`src/rtl/gpio_edge_cause.sv`:
```
module gpio_edge_cause #(
  parameter int NPINS = 32,
  parameter int AW    = 8
) (
  input  logic          clk,
  input  logic          rst_n,
  input  logic [31:0]   pin_in,
  input  logic          bus_wr,
  input  logic [AW-1:0] bus_addr,
  input  logic [31:0]   bus_wdata,
  output logic [31:0]   bus_rdata,
  output logic          irq
);
  localparam logic [31:0]   PMASK     = 32'((64'h1 << NPINS) - 64'h1);
  localparam logic [AW-1:0] OFF_RISE  = AW'(8'h44);
  localparam logic [AW-1:0] OFF_FALL  = AW'(8'h48);
  localparam logic [AW-1:0] OFF_PEND  = AW'(8'h80);
  localparam logic [AW-1:0] OFF_MASK  = AW'(8'h94);
  localparam logic [AW-1:0] OFF_CLR   = AW'(8'h98);

  logic [31:0] rise_en_q, fall_en_q, evt_mask_q, cause_q, pin_prev_q;
  logic [31:0] pins, edge_hit, clr_bits, pending;

  assign pins     = pin_in & PMASK;
  assign edge_hit = (pins & ~pin_prev_q & rise_en_q) | (~pins & pin_prev_q & fall_en_q);
  assign clr_bits = (bus_wr && bus_addr == OFF_CLR) ? (bus_wdata & PMASK) : 32'h0;
  assign pending  = cause_q & evt_mask_q;
  assign irq      = |pending;

  always_ff @(posedge clk or negedge rst_n) begin
    if (!rst_n) begin
      rise_en_q  <= '0;
      fall_en_q  <= '0;
      evt_mask_q <= '0;
      cause_q    <= '0;
      pin_prev_q <= '0;
    end else begin
      pin_prev_q <= pins;
      cause_q    <= (cause_q & ~clr_bits) | edge_hit;
      if (bus_wr) begin
        case (bus_addr)
          OFF_RISE: rise_en_q  <= bus_wdata & PMASK;
          OFF_FALL: fall_en_q  <= bus_wdata & PMASK;
          OFF_MASK: evt_mask_q <= bus_wdata & PMASK;
          default: ;
        endcase
      end
    end
  end

  always_comb begin
    case (bus_addr)
      OFF_RISE: bus_rdata = rise_en_q;
      OFF_FALL: bus_rdata = fall_en_q;
      OFF_PEND: bus_rdata = pending;
      OFF_MASK: bus_rdata = evt_mask_q;
      default:  bus_rdata = 32'h0;
    endcase
  end
endmodule

```
`config.mk`:
```
export PLATFORM = sky130hd
export DESIGN_NAME = gpio_edge_cause
export DESIGN_NICKNAME = d
export VERILOG_FILES = /design/src/rtl/gpio_edge_cause.sv
export SDC_FILE = /design/constraint.sdc
export NUM_CORES = 1
export LEC_CHECK = 0
export BUFFER_PORTS_ARGS = -buffer_cell sky130_fd_sc_hd__buf_2
export CORE_MARGIN = 2
export CORE_UTILIZATION = 38
export DETAILED_ROUTE_END_ITERATION = 8
export SYNTH_ARGS = -nofsm -noshare
export SYNTH_HDL_FRONTEND = slang
export SYNTH_SLANG_ARGS = --single-unit
```
`constraint.sdc`:
```
create_clock -name clk -period 2.6 [get_ports clk]
set_clock_uncertainty 0.15 [all_clocks]
set_input_delay 0.52 -clock clk [delete_from_list [all_inputs] [get_ports clk]]
set_output_delay 0.52 -clock clk [all_outputs]
set_load 0.01 [all_outputs]
```
# == After elaboration in Yosys (flattened, before gate mapping) ==
# Cells that the tools add are included.
# totals
in_bits,75
wordCells,28
output_inout_bits,33
reg_bits,160
# op_classes
bitwise_logic,11
mux,2
n_eq_ne,5
reduce_logical,5
# ops
operator,count
32-bit bitwise AND,6
32-bit case mux with 4 select lines,1
32-bit NOT,3
32-bit bitwise OR,2
32-bit 2-to-1 mux,1
32-bit OR reduction,1
"8-bit == test, second input constant",3
"8-bit by 7-bit == test with 1-bit output, second input constant",2
2-bit AND reduction,3
1-bit logical AND,1

# == Logic depth before layout (Yosys ltp) ==
# Gate-level depths: netlist (run 1).
# logic_depth
word_depth,6
mapped_depth,6

# == Worst setup path before layout (run 1) ==
# No wires, ideal clock.
# synth_timing
kind,input-to-output
startpoint,input bus_addr[5]
endpoint,output bus_rdata[0]
t_arrival_ns,1.605
slack_ns,0.325
stages,4
n_path_buf,1
path_cell_list,nor4b_4 clkbuf_1 a22oi_1 o221ai_1
# synth_between
elab_chain_cells,2
word_cells_on_any_way,5
# synth_lines
element,line_no,source
"start, declared",9,"input logic [AW-1:0] bus_addr,"
8-bit == test / 8-bit by 7-bit == test with 1-bit output (equally long branches),52,case (bus_addr)
32-bit case mux with 4 select lines (*),52,
"end, declared",11,"output logic [31:0] bus_rdata,"
# Mark *: on every way between the ends. The rest lies on a longest branch, timed or not.

# == Worst setup path after layout (run 1) ==
# layout_timing
startpoint,input bus_addr[5]
endpoint,output bus_rdata[10]
# The elaborated chain is that of the path after synthesis.

==> impl_metrics.env, run 1 <==
export IMPL_status="finished clean"
export IMPL_place_area_um2=8110
export IMPL_layoutNonFillerInstCount=978
export IMPL_wire_per_inst_um=19.8
export IMPL_initial_utilization=0.384
export IMPL_cpMaxStageDelayCell="nor4b_4"
export IMPL_hold_viol=0
export IMPL_required_ns=1.93
export IMPL_synth_most_common_cell="dfrtp_1"
export IMPL_synth_distinct_cells=28
export IMPL_syn_area_per_cell_um2=11.7
export IMPL_slew_viol_final=0
export IMPL_r2r_setup_slack_ns=1.56
export IMPL_fill_cells=1677
export IMPL_max_freq_mhz=396
export IMPL_fp_dieW_um=141
export IMPL_clk_latency_ns=0.43
export IMPL_syn_num_nets=680
export IMPL_totalWireLength_um=19400
export IMPL_critical_path_arrival_ns=1.86
export IMPL_gp_congestion=0.813
export IMPL_final_area_um2=8800
export IMPL_peakVddDrop_mv=0.457
export IMPL_cts_buffers_inserted=17
export IMPL_finalPower_uw=6080
export IMPL_tns_ns=0
export IMPL_crit_family="buffers and inverters"
export IMPL_cts_sinks=160
export IMPL_grt_ovfl_total=0
export IMPL_antenna_left=0
export IMPL_fin_crit_ns=2.53
export IMPL_end_kind="output port"
export IMPL_viasPerCell=5.57
export IMPL_hold_depth=1
export IMPL_ys_top_cells_by_area="dfrtp_1 (56%), mux2_2 (8.7%), mux2_1 (6.5%)"
export IMPL_synthToLayoutAreaGrowth_pct=23.8
export IMPL_dp_hpwl_um=13200
export IMPL_p_leak_uw=0.00409
export IMPL_cts_root_buf="clkbuf_16"
export IMPL_ys_warn_count=0
export IMPL_hold_start="pin_in[22]"
export IMPL_slowest_delay_ns=0.35
export IMPL_cp_common_cell="buf_2"
export IMPL_dr_pass1_iters=6
export IMPL_grt_use_met3=0.0496
export IMPL_htreeDepth=4
export IMPL_antennaDiodeCount=0
export IMPL_crit_chain="buf_2 -> nor4b_4 -> buf_4 -> a22oi_1 -> o221ai_1 -> buf_2"
export IMPL_ys_seq_area_frac=0.563
export IMPL_finalSetupViolations=0
export IMPL_ys_async_sr_fraction=1.00
export IMPL_fp_row_count=50
export IMPL_slew_headroom=0.585
export IMPL_synth_edf_count=0
export IMPL_critical_path_buf_inv_count=3
export IMPL_die_area_um2=19800
export IMPL_drt_iter0_drc=303
export IMPL_whs_ns=0.0651
export IMPL_layout_drive_gt1_share=0.313
export IMPL_core_area_um2=18500
export IMPL_met1_usage=0.262
export IMPL_grt_max_degree=64
export IMPL_max_cap_viol_count=0
export IMPL_die_h_um=141
export IMPL_power_per_cell_area_nw_per_um2=691
export IMPL_worstReg2RegEnd="cause_q[3]$_DFF_PN0_"
export IMPL_r2r_cells=3
export IMPL_grt_use_met2=0.338
export IMPL_startpoint_type="input pin"
export IMPL_yosysTopAreaCell="dfrtp_1"
export IMPL_track_usage=0.202
export IMPL_ys_ff_latch=160
export IMPL_tightest_slew_ns=0.623
export IMPL_grt_busiest_layer="met2"
export IMPL_rsz0062_at_grt="true"
export IMPL_yosys_top_cells_count="dfrtp_1 (160), nand2_1 (121), mux2_2 (55)"
export IMPL_grt_pass1_vias=5682
export IMPL_finalNetCount=806
export IMPL_boundaryPins=108
export IMPL_fin_crit_sh=0.972
export IMPL_netlist_instances=605
export IMPL_worstPathMaxFanout=13
export IMPL_netlist_area_leader_share=0.563
export IMPL_synth_flop_cell="dfrtp_1"
export IMPL_cts_tree="done"
export IMPL_grt_pass1_wl_um=30700
export IMPL_reg2reg_from="rise_en_q[3]$_DFFE_PN0P_"
export IMPL_place_inst=944
export IMPL_syn_cell_area_um2=7110
export IMPL_portBuffers=107
export IMPL_vias=5449
export IMPL_drc=0
export IMPL_path_clk_slew_ns=0.06
export IMPL_hp_class="input pin to register"
export IMPL_antenna_found_initial=1
export IMPL_cts_buffer_depth=2
export IMPL_timing_worst_setup_path_type="input pin to output port"
export IMPL_min_to="pin_prev_q[22]$_DFF_PN0_"
-- worst max-delay path by stage --
| stage | start | end | slack, ns | cells past startpoint |
|---|---|---|---|---|
| after floorplan | bus_addr[5] | bus_rdata[0] | 0.33 | 4 |
| after global placement | bus_addr[3] | bus_rdata[14] | 0.11 | 6 |
| after detailed placement | bus_addr[3] | bus_rdata[6] | 0.06 | 6 |
| after CTS | evt_mask_q[21]$_DFFE_PN0P_ | irq | 0.03 | 6 |
| after global routing | evt_mask_q[25]$_DFFE_PN0P_ | irq | -0.001 | 6 |
| final | bus_addr[5] | bus_rdata[10] | 0.07 | 6 |
-- worst reg2reg max path: cells and delay by family, from the launching register on --
kind / cells / cell delay [ns]
DFF: 1 / 0.40
AOI/OAI and AO/OA: 2 / 0.29
and+or+nand+nor: 1 / 0.09
-- cell families (layout without fill, tap and decap cells) --
group,count (synthesis),count (layout),synth area share
muxes,96,96,0.152
and+or+nand+nor,180,180,0.130
buffers and inverters,33,172,0.0210
DFF,160,160,0.563
AOI/OAI and AO/OA,136,136,0.134
-- flip-flops by register name (all words and copies together) (netlist names) --
signal / count
evt_mask_q: 32
rise_en_q: 32
cause_q: 32
pin_prev_q: 32
fall_en_q: 32
-- layer usage --
| metal | wire, um | vias up |
|---|---|---|
| met4 | 322 | 2 |
| met3 | 1160 | 29 |
| met1 | 8470 | 2773 |
| li1 | - | 2468 |
| met5 | 13 | - |
| met2 | 9430 | 177 |
-- layout make-up --
class / instances / area, um2 / share of cell area
Sequential cell: 160 / 4000 / 0.455
Multi-Input combinational cell: 412 / 3000 / 0.341
Timing Repair Buffer: 134 / 853 / 0.0970
Clock buffer: 19 / 443 / 0.0503
Tap cell: 234 / 293 / 0.0333
Clock inverter: 13 / 185 / 0.0210
Inverter: 6 / 22.5 / 0.00256
-- what timing repair did --
action | CTS | global route
hold buffers | 1 | 0
setup endpoints to repair | 1 | 3
resized for setup | 3 | 7
setup buffers | 0 | 1
pin swaps | 3 | 4
hold endpoints to repair | 59 | 0
-- cells in the final DEF (no fill, tap or decap), drive strengths merged, types with 4 or more instances in the layout --
master  netlist  routed
a21o         32      32
mux2         96      96
clkinv        0       6
nand3         6       6
o221ai       25      25
buf          14     133
a22oi        33      33
o21ai        32      32
bufinv        0       4
inv           6       8
clkbuf       13      19
nand3b       33      33
o22ai         6       6
nand4         6       6
nand2       121     121
dfrtp       160     160
a21oi         6       6
-- power breakdown --
group          switching [uW]  internal [uW]  total, uW
Sequential                160           2720       2880
Clock                    1030           1640       2660
Combinational             264            270        534
-- stage by stage --
stage	setup WS, ns	utilization
floorplan	0.325	-
global placement	0.105	0.438
detailed placement	0.0582	0.438
CTS	0.0274	0.473
global route	-0.00106	0.475
finish	0.0725	0.475
No activity file was read; power rests on OpenSTA's default activity.
==> run 2, diff against run 1 <==
- CELL_PAD_IN_SITES_DETAIL_PLACEMENT: not set -> 0
- CELL_PAD_IN_SITES_GLOBAL_PLACEMENT: not set -> 1
- PLACE_DENSITY_LB_ADDON: not set -> 0.1
==> run 2 against run 1 <==
Register-to-register slack better by 0.03 ns. Cell area is 0.40% lower. Largest power group unchanged. Fmax down 0.16%. Combinational power shrank 6.9%. Count of clock-buffer cells in the layout rose by 1. Global-route usage about the same. Power shrank 4.8%. Hold slack better by 0.010 ns. Final cell count stayed put.
==> impl_metrics.env, run 2 (synthesis results as in run 1) <==
export IMPL_status="finished clean"
export IMPL_portBuffers=107
export IMPL_grt_ovfl_total=0
export IMPL_fp_dieW_um=141
export IMPL_drc=0
export IMPL_die_area_um2=19800
export IMPL_slowest_delay_ns=0.37
export IMPL_grt_pass1_wl_um=30400
export IMPL_final_area_um2=8760
export IMPL_p_leak_uw=0.00406
export IMPL_r2r_cells=3
export IMPL_crit_path_start="bus_addr[5]"
export IMPL_fin_util=0.473
export IMPL_path_clk_slew_ns=0.06
export IMPL_hold_viol=0
export IMPL_pre_cts_ws_ns=0.0388
export IMPL_vias=5309
export IMPL_crit_chain="buf_2 -> nor4b_4 -> buf_12 -> a22oi_1 -> o221ai_1 -> buf_2"
export IMPL_clk_latency_ns=0.42
export IMPL_max_freq_mhz=395
export IMPL_worstReg2RegEnd="cause_q[31]$_DFF_PN0_"
export IMPL_layout_drive_gt1_share=0.311
export IMPL_cts_root_buf="clkbuf_16"
export IMPL_fill_cells=1698
export IMPL_clock_power_share=0.417
export IMPL_cts_buffers_inserted=17
export IMPL_seqCellArea_um2=4000
export IMPL_critical_path_arrival_ns=1.86
export IMPL_initial_utilization=0.384
export IMPL_core_area_um2=18500
export IMPL_cts_tree="done"
export IMPL_totalWireLength_um=19600
export IMPL_max_cap_viol_count=0
export IMPL_startpoint_type="input pin"
export IMPL_slew_headroom=0.708
export IMPL_track_usage=0.202
export IMPL_viasPerCell=5.43
export IMPL_grt_pass1_vias=5511
export IMPL_internal_power_uw=4420
export IMPL_end_kind="output port"
export IMPL_drt_iter0_drc=318
export IMPL_rsz0062_at_grt="false"
export IMPL_dp_hpwl_um=13100
export IMPL_place_area_um2=8120
export IMPL_finalSetupViolations=0
export IMPL_power_frac_seq=0.497
export IMPL_cp_common_cell="buf_2"
export IMPL_worstPathMaxFanout=24
export IMPL_grt_max_degree=53
export IMPL_multiInputGateArea_um2=2990
export IMPL_timing_worst_setup_path_type="input pin to output port"
export IMPL_required_ns=1.93
export IMPL_layout_common_cells="dfrtp_1 (160), nand2_1 (121), buf_2 (106)"
export IMPL_cpMaxStageDelayCell="nor4b_4"
export IMPL_crit_cells=6
export IMPL_wire_per_inst_um=20.0
export IMPL_r2r_setup_slack_ns=1.59
export IMPL_comb_power_share=0.086
export IMPL_gp_congestion=0.754
export IMPL_synthToLayoutAreaGrowth_pct=23.3
export IMPL_antenna_left=0
export IMPL_htreeDepth=4
export IMPL_hp_class="input pin to register"
export IMPL_switching_share=0.237
export IMPL_finalNetCount=807
export IMPL_mostFrequentLayoutCell="dfrtp_1"
export IMPL_boundaryPins=108
export IMPL_cts_sinks=160
export IMPL_peakVddDrop_mv=0.397
export IMPL_whs_ns=0.0752
export IMPL_fp_row_count=50
export IMPL_reg2reg_from="rise_en_q[31]$_DFFE_PN0P_"
export IMPL_tns_ns=0
export IMPL_crit_end="bus_rdata[0]"
export IMPL_tightest_slew_ns=0.438
export IMPL_die_h_um=141
export IMPL_slew_viol_final=0
export IMPL_switchingPower_uw=1370
export IMPL_antenna_found_initial=1
export IMPL_final_setup_worst_slack_ns=0.0683
export IMPL_cts_buffer_depth=2
export IMPL_dr_pass1_iters=5
export IMPL_fin_crit_sh=0.974
export IMPL_critical_path_buf_inv_count=3
export IMPL_crit_family="buffers and inverters"
export IMPL_fin_crit_ns=2.53
export IMPL_power_per_cell_area_nw_per_um2=661
run 2: final cells by class:
cell class | instances | area share
clock buffer | 20 | 0.0521
clock inverter | 10 | 0.0127
multi-input combinational | 412 | 0.342
inverter | 6 | 0.00257
antenna | 1 | 0.000286
sequential | 160 | 0.457
timing repair buffer | 135 | 0.100
tap | 234 | 0.0334
run 2: power by group through the flow:
stage	sequential [uW]	clock [uW]	combinational, uW
after global placement	2910	0	465
after detailed placement	2920	0	486
after global routing	2900	2600	554
after CTS	2880	2490	492
after floorplan	2870	0	247
final	2880	2420	497
run 2: worst min path at each step:
stage	from	end	slack, ns	depth (start not counted)
2_1_floorplan	rst_n	cause_q[0]$_DFF_PN0_	0.07	0
3_3_place_gp	rst_n	pin_prev_q[6]$_DFF_PN0_	0.31	1
3_5_place_dp	rst_n	pin_prev_q[6]$_DFF_PN0_	0.32	1
4_1_cts	pin_in[25]	pin_prev_q[25]$_DFF_PN0_	0.05	1
5_1_grt	pin_in[25]	pin_prev_q[25]$_DFF_PN0_	0.05	1
6_report	pin_in[26]	pin_prev_q[26]$_DFF_PN0_	0.08	1
run 2: metal layers:
| metal | up-vias | wire, um | GRT usage |
|---|---|---|---|
| met5 | - | 0 | 0 |
| met4 | 0 | 259 | 0.0621 |
| met3 | 21 | 1010 | 0.0482 |
| met2 | 153 | 9600 | 0.338 |
| met1 | 2658 | 8710 | 0.262 |
| li1 | 2477 | - | - |
run 2: what timing repair did:
action | 4_1_cts | 5_1_grt
gates cloned | 0 | 1
gates resized for setup | 1 | 8
hold buffers | 1 | 0
hold endpoints to repair | 38 | 0
setup endpoints to repair | 1 | 7
setup buffers | 0 | 0
pin swaps | 0 | 3
run 2: stage by stage:
step	total power [uW]	instances
2_1_floorplan	3120	605
3_3_place_gp	3380	945
3_5_place_dp	3410	945
4_1_cts	5860	976
5_1_grt	6060	977
6_report	5790	978
==> run 3, diff against run 2 <==
- ABC_AREA: not set -> 1
==> run 3 against run 2 <==
Sequential share of layout area fell by 3.9 points. Hold slack lost 0.0096 ns. Via count rose by 30%. Final cell count up 53%. Count of clock-buffer cells in the layout decreased by 2. Critical path type unchanged. Synthesized area up 13%. Sequential power decreased by 5%. Die area is 13% higher. First-iteration DRC count rose by 21%. Setup slack improved by 0.17 ns. Critical endpoint is now bus_rdata[12]. Largest cell class unchanged. Sequential cell count did not move. Non-clock buffer count is 3 lower.
==> impl_metrics.env, run 3 <==
export IMPL_netlist_instances=1103
export IMPL_path_clk_slew_ns=0.07
export IMPL_synth_flop_cell="dfrtp_1"
export IMPL_yosys_top_cells_count="nand2_1 (387), inv_1 (169), dfrtp_1 (160)"
export IMPL_whs_ns=0.0657
export IMPL_comb_power_share=0.083
export IMPL_ys_warn_count=0
export IMPL_critical_path_arrival_ns=1.69
export IMPL_mostFrequentLayoutCell="nand2_1"
export IMPL_hp_class="input pin to register"
export IMPL_cts_tree="done"
export IMPL_synth_most_common_cell="nand2_1"
export IMPL_clk_latency_ns=0.43
export IMPL_syn_cell_area_um2=8040
export IMPL_switching_share=0.257
export IMPL_worstPathMaxFanout=12
export IMPL_cts_buffer_depth=2
export IMPL_fp_row_count=53
export IMPL_finalNetCount=1282
export IMPL_required_ns=1.93
export IMPL_die_area_um2=22300
export IMPL_finalSetupViolations=0
export IMPL_wire_per_inst_um=14.5
export IMPL_cts_sinks=160
export IMPL_dr_pass1_iters=5
export IMPL_clock_power_share=0.450
export IMPL_p_leak_uw=0.00524
export IMPL_antenna_left=0
export IMPL_max_freq_mhz=423
export IMPL_slew_viol_final=0
export IMPL_dp_hpwl_um=14400
export IMPL_slew_headroom=0.639
export IMPL_totalWireLength_um=21800
export IMPL_layout_drive_gt1_share=0.143
export IMPL_synthToLayoutAreaGrowth_pct=19.2
export IMPL_pre_cts_ws_ns=0.233
export IMPL_gp_congestion=0.742
export IMPL_netlist_area_leader_share=0.498
export IMPL_track_usage=0.206
export IMPL_max_cap_viol_count=0
export IMPL_antenna_found_initial=1
export IMPL_synth_distinct_cells=17
export IMPL_ys_async_sr_fraction=1.00
export IMPL_grt_pass1_vias=6730
export IMPL_tightest_slew_ns=0.541
export IMPL_vias=6911
export IMPL_tns_ns=0
export IMPL_hold_viol=0
export IMPL_internal_power_uw=4330
export IMPL_peakVddDrop_mv=0.385
export IMPL_initial_utilization=0.385
export IMPL_fin_util=0.459
export IMPL_power_per_cell_area_nw_per_um2=609
export IMPL_ys_ff_latch=160
export IMPL_grt_ovfl_total=0
export IMPL_cts_root_buf="clkbuf_16"
export IMPL_htreeDepth=4
export IMPL_power_frac_seq=0.467
export IMPL_final_setup_worst_slack_ns=0.235
export IMPL_cts_buffers_inserted=17
export IMPL_timing_worst_setup_path_type="input pin to output port"
export IMPL_fin_crit_ns=2.36
export IMPL_grt_max_degree=54
export IMPL_die_h_um=149
export IMPL_drt_iter0_drc=385
export IMPL_fin_crit_sh=0.909
export IMPL_portBuffers=107
export IMPL_rsz0062_at_grt="false"
export IMPL_ys_top_cells_by_area="dfrtp_1 (50%), nand2_1 (18%), nand3_1 (8.0%)"
export IMPL_ys_seq_area_frac=0.498
export IMPL_grt_pass1_wl_um=35300
export IMPL_layout_common_cells="nand2_1 (387), inv_1 (169), dfrtp_1 (160)"
export IMPL_drc=0
export IMPL_synth_edf_count=0
export IMPL_core_area_um2=20900
export IMPL_end_kind="output port"
export IMPL_yosysTopAreaCell="dfrtp_1"
export IMPL_boundaryPins=108
export IMPL_syn_area_per_cell_um2=7.29
export IMPL_syn_num_nets=1178
export IMPL_switchingPower_uw=1500
export IMPL_status="finished clean"
export IMPL_fp_dieW_um=149
export IMPL_startpoint_type="input pin"
export IMPL_viasPerCell=4.62
==> run 3: cell types whose count changed in the layout (fill, tap and decap cells not counted), sizes merged, moves of 28 or more <==
cell,change
nand2,+266
o21ai,+69
mux2,-96
nor2,+73
nand3b,-28
nand3,+125
a21o,-32
inv,+168
a22oi,-33
==> run 3: critical path, stage by stage <==
cell	delay [ns]
buf_2	0.10
inv_1	0.05
nand2_1	0.13
nor2_2	0.22
buf_4	0.26
nand3_1	0.10
nand2_1	0.08
inv_1	0.04
nand2_1	0.06
buf_2	0.12
==> run 3: worst paths after layout <==
path                                           start  depth (start not counted)                         end  slack [ns]
max                                      bus_addr[0]                         10               bus_rdata[12]        0.24
max reg2reg                rise_en_q[14]$_DFFE_PN0P_                          4       cause_q[14]$_DFF_PN0_        1.58
min reg2reg                     cause_q[8]$_DFF_PN0_                          2        cause_q[8]$_DFF_PN0_        0.32
min in group asynchronous                      rst_n                          2     pin_prev_q[5]$_DFF_PN0_        0.48
min                                       pin_in[23]                          1    pin_prev_q[23]$_DFF_PN0_        0.07
max in group asynchronous                      rst_n                          3  evt_mask_q[29]$_DFFE_PN0P_        1.15
==> run 3: kinds of logic (layout without fill, tap and decap cells) <==
family | after synthesis | in the layout | share of synthesized area
AND/OR/NAND/NOR | 597 | 597 | 0.310
AO/OA/AOI/OAI | 128 | 128 | 0.0797
buffers and inverters | 218 | 335 | 0.112
flip-flops | 160 | 160 | 0.498
other | 0 | 1 | 0
==> run 3: metrics by stage <==
stage | area, um2 | cells | power [uW]
global route | 9590 | 1496 | 6110
floorplan | 8040 | 1103 | 2990
detailed placement | 8970 | 1462 | 3270
finish | 9590 | 1496 | 5840
CTS | 9590 | 1495 | 5920
global placement | 8970 | 1462 | 3270
==> run 3: routing by layer <==
| metal | global-route usage | up-vias | routed length, um | share of wire |
|---|---|---|---|---|
| met3 | 0.0354 | 15 | 754 | 0.035 |
| met4 | 0.0486 | 0 | 202 | 0.0093 |
| li1 | - | 3606 | - | - |
| met5 | 0 | - | 0 | 0 |
| met1 | 0.281 | 3184 | 10600 | 0.49 |
| met2 | 0.344 | 106 | 10200 | 0.47 |
==> run 3: cell type report <==
type                       count  area, um2
multi-input combinational    725       3140
timing repair buffer         132        845
inverter                     171        642
clock buffer                  18        429
fill                        2177      11300
sequential                   160       4000
clock inverter                14        183
tap                          275        344
antenna                        1       2.50
==> run 3: timing repair <==
action | in CTS | in global routing
buffers inserted | 0 | 0
resized for setup | 0 | 0
hold buffers | 1 | 0
hold endpoints to repair | 48 | 0
==> run 3: power by group through the flow <==
stage	clock network, uW	logic (uW)	registers [uW]
floorplan	0	250	2740
global placement	0	494	2770
detailed placement	0	496	2770
CTS	2700	500	2730
global route	2800	566	2750
finish	2620	487	2730
